## config.mk

```make
export PLATFORM = sky130hd
export DESIGN_NAME = hsc_classify
export DESIGN_NICKNAME = d
export VERILOG_FILES = /design/src/rtl/hsc_pkg.sv /design/src/rtl/hsc_classify.sv
export SDC_FILE = /design/constraint.sdc
export NUM_CORES = 1
export LEC_CHECK = 0
export BUFFER_PORTS_ARGS = -buffer_cell sky130_fd_sc_hd__buf_2
export CORE_UTILIZATION = 37
export DETAILED_ROUTE_END_ITERATION = 8
export GPL_TIMING_DRIVEN = 0
export PLACE_DENSITY = 0.85
export SLEW_MARGIN = 10
export SYNTH_ARGS = -nofsm -noshare
export SYNTH_HDL_FRONTEND = slang
export SYNTH_SLANG_ARGS = --single-unit
```

## constraint.sdc

```tcl
create_clock -name vclk -period 4.45
set_input_delay 0 -clock vclk [all_inputs]
set_output_delay 0 -clock vclk [all_outputs]
set_load 0.02 [all_outputs]
```

## src/rtl/hsc_pkg.sv

```systemverilog
package hsc_pkg;

  typedef enum logic [1:0] {
    VERDICT_CLEAN    = 2'd0,
    VERDICT_DATA_FIX = 2'd1,
    VERDICT_CODE_BIT = 2'd2,
    VERDICT_UNCORR   = 2'd3
  } verdict_e;

  typedef enum logic {
    ST_DATA = 1'b0,
    ST_CODE = 1'b1
  } seq_state_e;

  // Byte lanes whose bit index has bit k set.
  function automatic logic [7:0] bitpos_mask(input int k);
    logic [7:0] m;
    for (int b = 0; b < 8; b++) m[b] = ((b >> k) & 1) == 1;
    return m;
  endfunction

endpackage

```

## src/rtl/hsc_classify.sv

```systemverilog
module hsc_classify #(
  parameter int SECTOR_BYTES = 512,
  parameter int ADDR_W       = $clog2(SECTOR_BYTES),
  parameter int HALF_W       = ADDR_W + 3,
  parameter int CODE_W       = 2 * HALF_W
) (
  input  logic [HALF_W-1:0] odd_par,
  input  logic [HALF_W-1:0] even_par,
  input  logic [CODE_W-1:0] stored,
  output hsc_pkg::verdict_e kind,
  output logic [ADDR_W-1:0] err_byte,
  output logic [2:0]        err_bit
);
  import hsc_pkg::*;

  localparam logic [ADDR_W:0] LIMIT = (ADDR_W+1)'(SECTOR_BYTES);

  logic [CODE_W-1:0] computed, diff;
  logic [HALF_W-1:0] hi, lo;
  logic [ADDR_W-1:0] cand_byte;
  logic [2:0]        cand_bit;
  logic              is_zero, is_mirror, is_single, in_range;

  assign computed  = ~{odd_par, even_par};
  assign diff      = computed ^ stored;
  assign hi        = diff[CODE_W-1:HALF_W];
  assign lo        = diff[HALF_W-1:0];
  assign cand_byte = hi[HALF_W-1:3];
  assign cand_bit  = hi[2:0];
  assign is_zero   = (diff == '0);
  assign is_mirror = &(hi ^ lo);
  assign is_single = !is_zero && ((diff & (diff - CODE_W'(1))) == '0);
  assign in_range  = {1'b0, cand_byte} < LIMIT;

  always_comb begin
    kind     = VERDICT_UNCORR;
    err_byte = '0;
    err_bit  = '0;
    if (is_zero) begin
      kind = VERDICT_CLEAN;
    end else if (is_mirror) begin
      if (in_range) begin
        kind     = VERDICT_DATA_FIX;
        err_byte = cand_byte;
        err_bit  = cand_bit;
      end
    end else if (is_single) begin
      kind = VERDICT_CODE_BIT;
    end
  end

endmodule

```

==> flow_summary.ini <==
[drt]
detail_route.iter0.violations = 21
routed-via-count = 954
drtAntennaViolNets = 0
vias_per_cell = 4.97
post-route-drc-count = 0
wirelength_um = 2220
detailedRoute.firstPassIterationCount = 4
avgRoutedWirePerCell_um = 11.5

[placement]
dp_hpwl_um = 2000
gp_routability_congestion = 0.805
dp_cells = 192
io_buffer_count = 62
placement.cell_area_mm2 = 0.00118

[global_routing]
total_global_routing_track_utilization_pct = 17.2
grt_use_met1_pct = 22.4
global_route.usage.met3_pct = 0.309
grt.busiest_layer = met2
grt_start_max_net_pins = 11
overflow = 0
grtUsageMet2_pct = 33.1
first_global_vias = 810
grt_first_pass_wirelength_um = 3470
grt_antenna_before_repair = 0

[hold_path]
hp_class = primary input to output port
hp-start = stored[18]
min_to = err_byte[3]
timing.hold.worst_path_depth = 4

[worst_setup_path]
worst_setup_path_start_kind = primary input
timing_worst_setup_path_type = primary input to output port
crit_path_end_kind = output port
cp.arrival_ns = 2.07
cp.required_ns = 4.45
maximum_fanout_count_along_the_critical_path = 7

[die]
start_util_pct = 41.2
boundaryPins = 62
placementRows = 16
height_of_the_die_um = 49.7
core_footprint_mm2 = 0.00204
die_x_um = 49.7
design.die.area_mm2 = 0.00247

[sta]
final-max-slew-violation-count = 0
worstMarginPinSlew_ns = 0.594
setup-tns-final_ns = 0
headroom_to_the_max_slew_limit_pct = 60.3
timing.final.hold_violations = 0
rsz0062_at_grt = no
layout_worst_path_cycle_share_pct = 46.6
finalWorstPathRequiredPeriod_ns = 2.07
report.final.setup_viol = 0
timing.fmax_mhz = 483

[finish]
layout.nets = 215
fill_cells = 210
antenna_cells_inserted = 0
register_area_um2 = 0
area_delta_synth_final_pct = 40.9
postLayoutCellArea_mm2 = 0.00118
sequential_cell_total = 0
layout.core_utilization_pct = 58.0
layout-drive-gt1-share_pct = 49.7
layout.cells.non_filler = 192
layout.clock_buffers = 0
multi_input_comb_area_um2 = 826

[synth]
netlist_instances = 103
synth_top_cell_area_share_pct = 19.3
count_of_distinct_cell_types_in_the_synthesized_netlist = 29
synthesis.area_um2 = 841
synth_area_per_cell_um2 = 8.16
portion_of_the_post_synthesis_area_used_by_sequential_elements_pct = 0
netlist_top_cells_area = xor2_2, xnor2_1, xor2_1, nor2_1, nor4_1
yosysTopAreaCell = xor2_2
mappedNetlistNets = 151
yosys_warnings = 0

[run]
maxCapViolations = 0

[power_and_ir_drop]
power.ir.vdd_worst_mv = 0.0620
power_density_mw_per_mm2 = 106
total_leakage_power_uw = 0.000515

[outcome]
status = complete, no violations

[clock_network]
cts.hold.buffers_added = 0
post_cts.repair.setup_buffers = 0
cts.repair.resized = 0
==> worst max path at each step <==
stage / from / end / cells past startpoint
global route: even_par[2] / kind[0] / 10
finish: odd_par[0] / kind[0] / 10
detailed placement: even_par[2] / kind[0] / 10
CTS: even_par[2] / kind[0] / 10
floorplan: even_par[0] / kind[0] / 8
global placement: even_par[0] / kind[0] / 10
==> Yosys cell counts (all sizes together) <==
cell and n:
xor2 24, o2bb2ai 1, inv 3, a22oi 1, o21a 1, a31oi 2
and3 1, nor3b 1, maj3 3, nor2 14, nand3 7, xnor2 15
clkbuf 1, nand4 5, and2 2, nand2 3, o211ai 3, o21ai 3
nor3 1, nor4 7, a211oi 2, o22ai 1, nor4b 2
==> kinds of logic (layout without fill, tap and decap cells) <==
| group | count (synthesis) | in the layout | synth area share [%] |
|---|---|---|---|
| compound gates | 14 | 14 | 11.3 |
| xor+xnor | 39 | 39 | 49.6 |
| fa+ha+maj | 3 | 3 | 3.57 |
| buf+inv | 4 | 66 | 1.79 |
| simple gates | 43 | 43 | 33.8 |
==> worst max-delay path, stage by stage <==
cell and delay, ns:
buf_2 0.10, xor2_1 0.49, nand4_1 0.18, nor4_2 0.30, o211ai_1 0.15, a22oi_1 0.21, nand4_1 0.16, a211oi_1 0.25
nor2_1 0.07, buf_2 0.16
==> power breakdown <==
part / leakage (uW) / switching, uW / internal [uW]
logic: 0.000515 / 70.4 / 55.3
registers: 0 / 0 / 0
clock network: 0 / 0 / 0
==> cell usage in the layout, fill, tap and decap left out, types with 2 or more instances in the layout <==
cell / count
xor2_2: 10
o211ai_1: 3
a211oi_1: 2
nor2_1: 14
maj3_1: 3
nor4b_2: 2
nor4_1: 5
nor4_2: 2
xor2_1: 14
nand4_1: 4
o21ai_0: 2
buf_2: 62
xnor2_1: 15
nand3_1: 5
nand2_1: 3
and2_2: 2
a31oi_1: 2
inv_1: 3
==> stage by stage <==
stage | setup WS (ns) | hold slack, ns | total power [uW]
floorplan | 2.87 | 0.234 | 82.5
global placement | 2.41 | 0.455 | 123
detailed placement | 2.38 | 0.457 | 126
CTS | 2.37 | 0.459 | 126
global route | 2.00 | 0.480 | 136
finish | 2.38 | 0.448 | 126
==> routing by layer <==
layer | share of wire, % | wire, um | up-vias
li1 | - | - | 485
met1 | 42 | 940 | 434
met2 | 53 | 1160 | 35
met3 | 5.0 | 111 | 0
met4 | 0 | 0 | 0
met5 | 0 | 0 | -
==> cell type report <==
type	instances	share of cell area, %
Inverter	3	0.950
Timing Repair Buffer	62	26.2
Multi-Input combinational cell	99	69.7
Buffer	1	0.317
Tap cell	27	2.85
No activity file was read; power rests on OpenSTA's default activity.
